## config.mk

```make
export PLATFORM = sky130hd
export DESIGN_NAME = gpio_bank
export DESIGN_NICKNAME = d
export VERILOG_FILES = /design/src/rtl/gpio_bank_pkg.sv /design/src/rtl/gpio_bank_ctrl.sv /design/src/rtl/gpio_bank_dpath.sv /design/src/rtl/gpio_bank.sv
export SDC_FILE = /design/constraint.sdc
export NUM_CORES = 1
export LEC_CHECK = 0
export ABC_AREA = 0
export BUFFER_PORTS_ARGS = -buffer_cell sky130_fd_sc_hd__buf_2
export CELL_PAD_IN_SITES_DETAIL_PLACEMENT = 1
export CELL_PAD_IN_SITES_GLOBAL_PLACEMENT = 1
export CORE_MARGIN = 8
export CORE_UTILIZATION = 41
export DETAILED_ROUTE_END_ITERATION = 8
export GPL_ROUTABILITY_DRIVEN = 0
export PLACE_DENSITY = 0.8
export SETUP_SLACK_MARGIN = 0.2
export SYNTH_ARGS = -nofsm -noshare
export SYNTH_HDL_FRONTEND = slang
export SYNTH_SLANG_ARGS = --single-unit
```

## constraint.sdc

```tcl
create_clock -name clk -period 2.1 [get_ports clk]
set_input_delay 0.105 -clock clk [delete_from_list [all_inputs] [get_ports clk]]
set_output_delay 0.105 -clock clk [all_outputs]
set_load 0.01 [all_outputs]
```

## src/rtl/gpio_bank_pkg.sv

```systemverilog
package gpio_bank_pkg;
  localparam int DATA_W = 32;
  localparam int ADDR_W = 8;
  localparam int P0_W = 8;
  localparam int P1_W = 24;
  localparam int P2_W = 13;
  localparam int BIDI_W = 6;
  localparam int BIDI_LSB = 25;
  localparam int GPI_W = 22;
  localparam int GPO_W = 24;
  localparam int MUX_W = 8;
  localparam int SYNC_STAGES = 2;
  localparam int NUM_ORD = 2;  // ports sharing the regular block layout
  localparam int IN_W = P0_W + P1_W + P2_W + BIDI_W + GPI_W;

  // mixed port and port 2 addresses
  localparam logic [ADDR_W-1:0] A_MIX_IN   = 8'h00;
  localparam logic [ADDR_W-1:0] A_MIX_OSET = 8'h04;
  localparam logic [ADDR_W-1:0] A_MIX_OCLR = 8'h08;
  localparam logic [ADDR_W-1:0] A_MIX_OST  = 8'h0C;
  localparam logic [ADDR_W-1:0] A_P2_DSET  = 8'h10;
  localparam logic [ADDR_W-1:0] A_P2_DCLR  = 8'h14;
  localparam logic [ADDR_W-1:0] A_P2_DST   = 8'h18;
  localparam logic [ADDR_W-1:0] A_P2_IN    = 8'h1C;
  localparam logic [ADDR_W-1:0] A_P2_OSET  = 8'h20;
  localparam logic [ADDR_W-1:0] A_P2_OCLR  = 8'h24;
  localparam logic [ADDR_W-1:0] A_SEL_SET  = 8'h28;
  localparam logic [ADDR_W-1:0] A_SEL_CLR  = 8'h2C;
  localparam logic [ADDR_W-1:0] A_SEL_ST   = 8'h30;
  // regular block: base, stride and offsets
  localparam int ORD_BASE = 'h40;
  localparam int ORD_STRIDE = 'h20;
  localparam int OFF_IN = 'h00, OFF_OSET = 'h04, OFF_OCLR = 'h08, OFF_OST = 'h0C;
  localparam int OFF_DSET = 'h10, OFF_DCLR = 'h14, OFF_DST = 'h18;

  typedef enum logic [3:0] {
    RD_ZERO, RD_MIX_IN, RD_MIX_OST, RD_P2_DST, RD_P2_IN, RD_SEL_ST,
    RD_P0_IN, RD_P0_OST, RD_P0_DST, RD_P1_IN, RD_P1_OST, RD_P1_DST
  } rdSel_e;

  // index 0/1: ordinary ports, 2: port 2, 3: mixed port
  typedef struct packed {
    logic [3:0] outSet;
    logic [3:0] outClr;
    logic [2:0] dirSet;
    logic [2:0] dirClr;
    logic       selSet;
    logic       selClr;
    rdSel_e     rdSel;
  } strobe_t;

  function automatic logic [DATA_W-1:0] applySetClr(input logic [DATA_W-1:0] cur,
                                                    input logic doSet, input logic doClr,
                                                    input logic [DATA_W-1:0] wd);
    if (doSet) return cur | wd;
    if (doClr) return cur & ~wd;
    return cur;
  endfunction
endpackage

```

## src/rtl/gpio_bank_ctrl.sv

```systemverilog
module gpio_bank_ctrl
  import gpio_bank_pkg::*;
(
  input  logic [ADDR_W-1:0] busAddr,
  input  logic              busWe,
  output strobe_t           stb
);
  always_comb begin
    stb = '0;
    stb.rdSel = RD_ZERO;
    case (busAddr)
      A_MIX_IN:   stb.rdSel = RD_MIX_IN;
      A_MIX_OSET: stb.outSet[3] = busWe;
      A_MIX_OCLR: stb.outClr[3] = busWe;
      A_MIX_OST:  stb.rdSel = RD_MIX_OST;
      A_P2_DSET:  stb.dirSet[2] = busWe;
      A_P2_DCLR:  stb.dirClr[2] = busWe;
      A_P2_DST:   stb.rdSel = RD_P2_DST;
      A_P2_IN:    stb.rdSel = RD_P2_IN;
      A_P2_OSET:  stb.outSet[2] = busWe;
      A_P2_OCLR:  stb.outClr[2] = busWe;
      A_SEL_SET:  stb.selSet = busWe;
      A_SEL_CLR:  stb.selClr = busWe;
      A_SEL_ST:   stb.rdSel = RD_SEL_ST;
      default: ;
    endcase
    for (int k = 0; k < NUM_ORD; k++) begin
      if (busAddr == ADDR_W'(ORD_BASE + k * ORD_STRIDE + OFF_IN))
        stb.rdSel = (k == 0) ? RD_P0_IN : RD_P1_IN;
      if (busAddr == ADDR_W'(ORD_BASE + k * ORD_STRIDE + OFF_OST))
        stb.rdSel = (k == 0) ? RD_P0_OST : RD_P1_OST;
      if (busAddr == ADDR_W'(ORD_BASE + k * ORD_STRIDE + OFF_DST))
        stb.rdSel = (k == 0) ? RD_P0_DST : RD_P1_DST;
      if (busAddr == ADDR_W'(ORD_BASE + k * ORD_STRIDE + OFF_OSET)) stb.outSet[k] = busWe;
      if (busAddr == ADDR_W'(ORD_BASE + k * ORD_STRIDE + OFF_OCLR)) stb.outClr[k] = busWe;
      if (busAddr == ADDR_W'(ORD_BASE + k * ORD_STRIDE + OFF_DSET)) stb.dirSet[k] = busWe;
      if (busAddr == ADDR_W'(ORD_BASE + k * ORD_STRIDE + OFF_DCLR)) stb.dirClr[k] = busWe;
    end
  end
endmodule

```

## src/rtl/gpio_bank_dpath.sv

```systemverilog
module gpio_bank_dpath
  import gpio_bank_pkg::*;
(
  input  logic              clk,
  input  logic              rstN,
  input  strobe_t           stb,
  input  logic [DATA_W-1:0] busWdata,
  output logic [DATA_W-1:0] busRdata,
  input  logic [IN_W-1:0]   padIn,
  output logic [P0_W-1:0]   dir0, out0,
  output logic [P1_W-1:0]   dir1, out1,
  output logic [P2_W-1:0]   dir2, out2,
  output logic [BIDI_W-1:0] dirB, outB,
  output logic [GPO_W-1:0]  gpo,
  output logic [MUX_W-1:0]  sel
);
  localparam int OFS_P1 = P0_W;
  localparam int OFS_P2 = OFS_P1 + P1_W;
  localparam int OFS_BI = OFS_P2 + P2_W;
  localparam int OFS_GI = OFS_BI + BIDI_W;

  logic [IN_W-1:0] syncQ [SYNC_STAGES];
  logic [IN_W-1:0] inSync;
  logic [DATA_W-1:0] bidiWd;

  always_ff @(posedge clk or negedge rstN) begin
    if (!rstN) begin
      for (int s = 0; s < SYNC_STAGES; s++) syncQ[s] <= '0;
    end else begin
      syncQ[0] <= padIn;
      for (int s = 1; s < SYNC_STAGES; s++) syncQ[s] <= syncQ[s-1];
    end
  end
  assign inSync = syncQ[SYNC_STAGES-1];

  // mixed bidirectional bits sit high in their shared registers
  assign bidiWd = DATA_W'(busWdata[BIDI_LSB +: BIDI_W]);

  always_ff @(posedge clk or negedge rstN) begin
    if (!rstN) begin
      dir0 <= '0; out0 <= '0; dir1 <= '0; out1 <= '0;
      dir2 <= '0; out2 <= '0; dirB <= '0; outB <= '0;
      gpo <= '0; sel <= '0;
    end else begin
      dir0 <= P0_W'(applySetClr(DATA_W'(dir0), stb.dirSet[0], stb.dirClr[0], busWdata));
      out0 <= P0_W'(applySetClr(DATA_W'(out0), stb.outSet[0], stb.outClr[0], busWdata));
      dir1 <= P1_W'(applySetClr(DATA_W'(dir1), stb.dirSet[1], stb.dirClr[1], busWdata));
      out1 <= P1_W'(applySetClr(DATA_W'(out1), stb.outSet[1], stb.outClr[1], busWdata));
      dir2 <= P2_W'(applySetClr(DATA_W'(dir2), stb.dirSet[2], stb.dirClr[2], busWdata));
      out2 <= P2_W'(applySetClr(DATA_W'(out2), stb.outSet[2], stb.outClr[2], busWdata));
      dirB <= BIDI_W'(applySetClr(DATA_W'(dirB), stb.dirSet[2], stb.dirClr[2], bidiWd));
      outB <= BIDI_W'(applySetClr(DATA_W'(outB), stb.outSet[3], stb.outClr[3], bidiWd));
      gpo  <= GPO_W'(applySetClr(DATA_W'(gpo), stb.outSet[3], stb.outClr[3], busWdata));
      sel  <= MUX_W'(applySetClr(DATA_W'(sel), stb.selSet, stb.selClr, busWdata));
    end
  end

  always_comb begin
    logic [BIDI_W-1:0] bi;
    logic [GPI_W-1:0]  gi;
    bi = inSync[OFS_BI +: BIDI_W];
    gi = inSync[OFS_GI +: GPI_W];
    case (stb.rdSel)
      RD_MIX_IN:  busRdata = {4'b0, gi[21:19], bi[5], gi[18:10], bi[4:0], gi[9:0]};
      RD_MIX_OST: busRdata = {1'b0, outB, 1'b0, gpo};
      RD_P2_DST:  busRdata = {1'b0, dirB, 12'b0, dir2};
      RD_P2_IN:   busRdata = DATA_W'(inSync[OFS_P2 +: P2_W]);
      RD_SEL_ST:  busRdata = DATA_W'(sel);
      RD_P0_IN:   busRdata = DATA_W'(inSync[0 +: P0_W]);
      RD_P0_OST:  busRdata = DATA_W'(out0);
      RD_P0_DST:  busRdata = DATA_W'(dir0);
      RD_P1_IN:   busRdata = DATA_W'(inSync[OFS_P1 +: P1_W]);
      RD_P1_OST:  busRdata = DATA_W'(out1);
      RD_P1_DST:  busRdata = DATA_W'(dir1);
      default:    busRdata = '0;
    endcase
  end
endmodule

```

## src/rtl/gpio_bank.sv

```systemverilog
module gpio_bank
  import gpio_bank_pkg::*;
(
  input  logic              clk,
  input  logic              rstN,
  input  logic [ADDR_W-1:0] busAddr,
  input  logic              busWe,
  input  logic [DATA_W-1:0] busWdata,
  output logic [DATA_W-1:0] busRdata,
  input  logic [P0_W-1:0]   p0In,
  output logic [P0_W-1:0]   p0Out,
  output logic [P0_W-1:0]   p0Oe,
  input  logic [P1_W-1:0]   p1In,
  output logic [P1_W-1:0]   p1Out,
  output logic [P1_W-1:0]   p1Oe,
  input  logic [P2_W-1:0]   p2In,
  output logic [P2_W-1:0]   p2Out,
  output logic [P2_W-1:0]   p2Oe,
  input  logic [BIDI_W-1:0] mixIoIn,
  output logic [BIDI_W-1:0] mixIoOut,
  output logic [BIDI_W-1:0] mixIoOe,
  input  logic [GPI_W-1:0]  mixInOnly,
  output logic [GPO_W-1:0]  mixOutOnly,
  output logic [MUX_W-1:0]  altSel
);
  strobe_t stb;

  gpio_bank_ctrl i_ctrl (
    .busAddr(busAddr), .busWe(busWe), .stb(stb)
  );

  gpio_bank_dpath i_dpath (
    .clk(clk), .rstN(rstN), .stb(stb), .busWdata(busWdata), .busRdata(busRdata),
    .padIn({mixInOnly, mixIoIn, p2In, p1In, p0In}),
    .dir0(p0Oe), .out0(p0Out), .dir1(p1Oe), .out1(p1Out),
    .dir2(p2Oe), .out2(p2Out), .dirB(mixIoOe), .outB(mixIoOut),
    .gpo(mixOutOnly), .sel(altSel)
  );
endmodule

```

==> flow_metrics.env <==
export IMPL_run_status="finished, final reports clean"
export IMPL_power_switching_w=0.00299
export IMPL_clock_latency_ns=0.55
export IMPL_cts_max_level=1
export IMPL_drv_slew=0
export IMPL_start_util=0.417
export IMPL_p_int_w=0.00949
export IMPL_synth_top_area_cell="dfrtp_1"
export IMPL_multi_input_area_mm2=0.00362
export IMPL_antenna_found_initial=2
export IMPL_drt_pass1_iterations=6
export IMPL_vdd_drop_max_v=0.000730
export IMPL_grt_pass1_wl_um=61300
export IMPL_routed_wl_um=41200
export IMPL_numClockSinks=280
export IMPL_fillers=2674
export IMPL_viasPerCell=5.73
export IMPL_cp_slowest_stage_delay_ns=0.40
export IMPL_clock_skew_ns=0.00589
export IMPL_die_y_um=179
export IMPL_drive_above_1_share=0.348
export IMPL_cts_root_buf="clkbuf_16"
export IMPL_cp_max_fo=2
export IMPL_hold_slack_ns=0.0288
export IMPL_yosysTopAreaCellShare=0.647
export IMPL_num_vias=9381
export IMPL_p_sw_frac=0.240
export IMPL_timing_worst_setup_path_type="reg2out"
export IMPL_avgSynthCellArea_um2=12.4
export IMPL_period_minus_slack_ns=2.08
export IMPL_worst_pin_slew_ns=0.544
export IMPL_crit_buf_inv=1
export IMPL_rr_worst_depth=3
export IMPL_ys_ff_latch=280
export IMPL_fp_dieW_um=179
export IMPL_synth_edf_count=0
export IMPL_clk_path_buf_depth=3
export IMPL_crit_family="compound AO/OA/AOI/OAI gates"
export IMPL_finalPower_w=0.0125
export IMPL_ff2ff_setup_slack_ns=1.11
export IMPL_max_freq_mhz=482
export IMPL_core_mm2=0.0260
export IMPL_slew_headroom=0.637
export IMPL_ys_seq_area_frac=0.647
export IMPL_required_ns=2.00
export IMPL_syn_area_mm2=0.0108
export IMPL_grt_pass1_vias=10100
export IMPL_path_cells="mux2_4, a32oi_2, nor2_2, a221o_1, buf_2"
export IMPL_final_period_utilization=0.989
export IMPL_overflow=0
export IMPL_finalHoldViolations=0
export IMPL_track_usage=0.253
export IMPL_clk_pin_slew_ns=0.07
export IMPL_register_area_mm2=0.00701
export IMPL_port_buffers=278
export IMPL_hold_depth=3
export IMPL_cpMaxStageDelayCell="dfrtp_1"
export IMPL_synth_area_leaders="dfrtp_1 (65%), a22o_1 (13%), nand2_1 (5.0%), a22oi_1 (3.2%), clkbuf_1 (1.5%)"
export IMPL_antenna_left=0
export IMPL_ys_async_sr_fraction=1.00
export IMPL_placementRows=59
export IMPL_synth_warnings=0
export IMPL_area_delta_synth_final_pct=41.2
export IMPL_cap_violations=0
export IMPL_start_kind="register"
export IMPL_hpwl_um=27200
export IMPL_die_area_mm2=0.0319
export IMPL_hold_class="in2reg"
export IMPL_cts_inserted_buffers=29
export IMPL_p_clk_frac=0.443
export IMPL_grt_max_degree=72
export IMPL_leakagePower_nw=7.36
export IMPL_drt_iter0_drc=772
export IMPL_combinationalPowerShare=0.091
export IMPL_wl_per_cell_um=25.1
export IMPL_synthTopCellsByCount="dfrtp_1 (280), a22o_1 (156), nand2_1 (144), a22oi_1 (46), clkbuf_1 (42)"
export IMPL_yosys_most_used_dff="dfrtp_1"
export IMPL_synth_most_common_cell="dfrtp_1"
export IMPL_ys_types=58
export IMPL_final_setup_viol_count=0
export IMPL_rsz0062_at_grt="yes"
export IMPL_syn_inst=870
export IMPL_cts_tree="built"
export IMPL_nets=1395
export IMPL_pwr_density_cell_mw_per_mm2=816
export IMPL_seqPwrFrac=0.467
export IMPL_num_io_pins=282
export IMPL_drc=0
export IMPL_critPathArrivalTime_ns=1.97
export IMPL_syn_num_nets=986
export IMPL_crit_path_end_kind="output port"
export IMPL_worstHoldStart="busWdata[2]"
export IMPL_final_core_util=0.589
-- final cells by class --
class,count,area share
diodes,1,0.000164
multi-input cells,506,0.237
repair buffers,459,0.210
well taps,335,0.0274
inverters,3,0.000736
clock inverters,17,0.0155
flip-flops and latches,280,0.458
clock buffers,37,0.0520
-- worst min-delay path, stage by stage --
cell     delay, ns
buf_2         0.22
nand2_1       0.11
a22o_1        0.11
-- through the flow --
step                setup slack, ns  cells  area, µm²  setup TNS (ns)
finish                       0.0234   1638      15300               0
global placement              0.212   1460      13000               0
global route               -0.00842   1638      15300        -0.00842
detailed placement            0.199   1460      13000               0
floorplan                     0.449    870      10800               0
CTS                          0.0470   1628      15100               0
-- worst max path at each step --
stage / cells after the start / startpoint / slack [ns] / endpoint
final: 5 / register / 0.02 / busRdata[7]
after global routing: 5 / register / -0.008 / busRdata[7]
after CTS: 5 / register / 0.05 / busRdata[7]
after detailed placement: 7 / busAddr[2] / 0.20 / register
after global placement: 7 / busAddr[3] / 0.21 / register
after floorplan: 7 / busAddr[1] / 0.45 / busRdata[15]
-- placed cells by master, fill, tap and decap left out, drive strengths merged, types with 3 or more instances in the layout --
cell | netlist | layout
buf | 39 | 357
dfrtp | 280 | 280
a22o | 156 | 156
nand2 | 144 | 144
dlygate4sd3 | 0 | 102
a22oi | 46 | 46
clkbuf | 42 | 37
o21ai | 21 | 21
nor2 | 13 | 13
and3 | 12 | 12
a21oi | 10 | 10
nor3 | 9 | 9
nor3b | 7 | 7
mux2 | 7 | 7
clkinv | 0 | 7
mux2i | 6 | 6
nand3b | 6 | 6
bufinv | 0 | 5
a31oi | 5 | 5
a32oi | 5 | 5
inv | 3 | 5
o31ai | 4 | 4
a211o | 4 | 4
nor4b | 4 | 4
nor4 | 4 | 4
o22ai | 3 | 3
nand3 | 3 | 3
clkinvlp | 0 | 3
or4b | 3 | 3
nor2b | 3 | 3
a221oi | 3 | 3
-- metal layers --
| metal | part of all wire | global-route usage |
|---|---|---|
| met3 | 0.083 | 0.0512 |
| met5 | 0 | 0 |
| met4 | 0.051 | 0.134 |
| met2 | 0.48 | 0.413 |
| met1 | 0.39 | 0.312 |
-- what timing repair did --
item | in CTS | in global routing
hold buffers | 102 | 0
pin swaps | 9 | 11
endpoints found under the hold margin | 405 | 0
setup buffers | 12 | 9
endpoints found under the setup margin | 9 | 21
resized for setup | 9 | 20
-- power by group through the flow --
stage / clock network (W) / logic [W] / registers [W]
2_1_floorplan: 0 / 0.000311 / 0.00593
3_3_place_gp: 0 / 0.000895 / 0.00589
4_1_cts: 0.00561 / 0.00110 / 0.00581
3_5_place_dp: 0 / 0.000923 / 0.00591
5_1_grt: 0.00583 / 0.00122 / 0.00584
6_report: 0.00552 / 0.00113 / 0.00582
-- cells by family after synthesis --
kind of cell	synth area share
AO/OA/AOI/OAI	0.199
multiplexers	0.0128
AND/OR/NAND/NOR	0.106
other	0.000346
flip-flops	0.647
buffers and inverters	0.0344
Power figures use the tool's default switching activity.
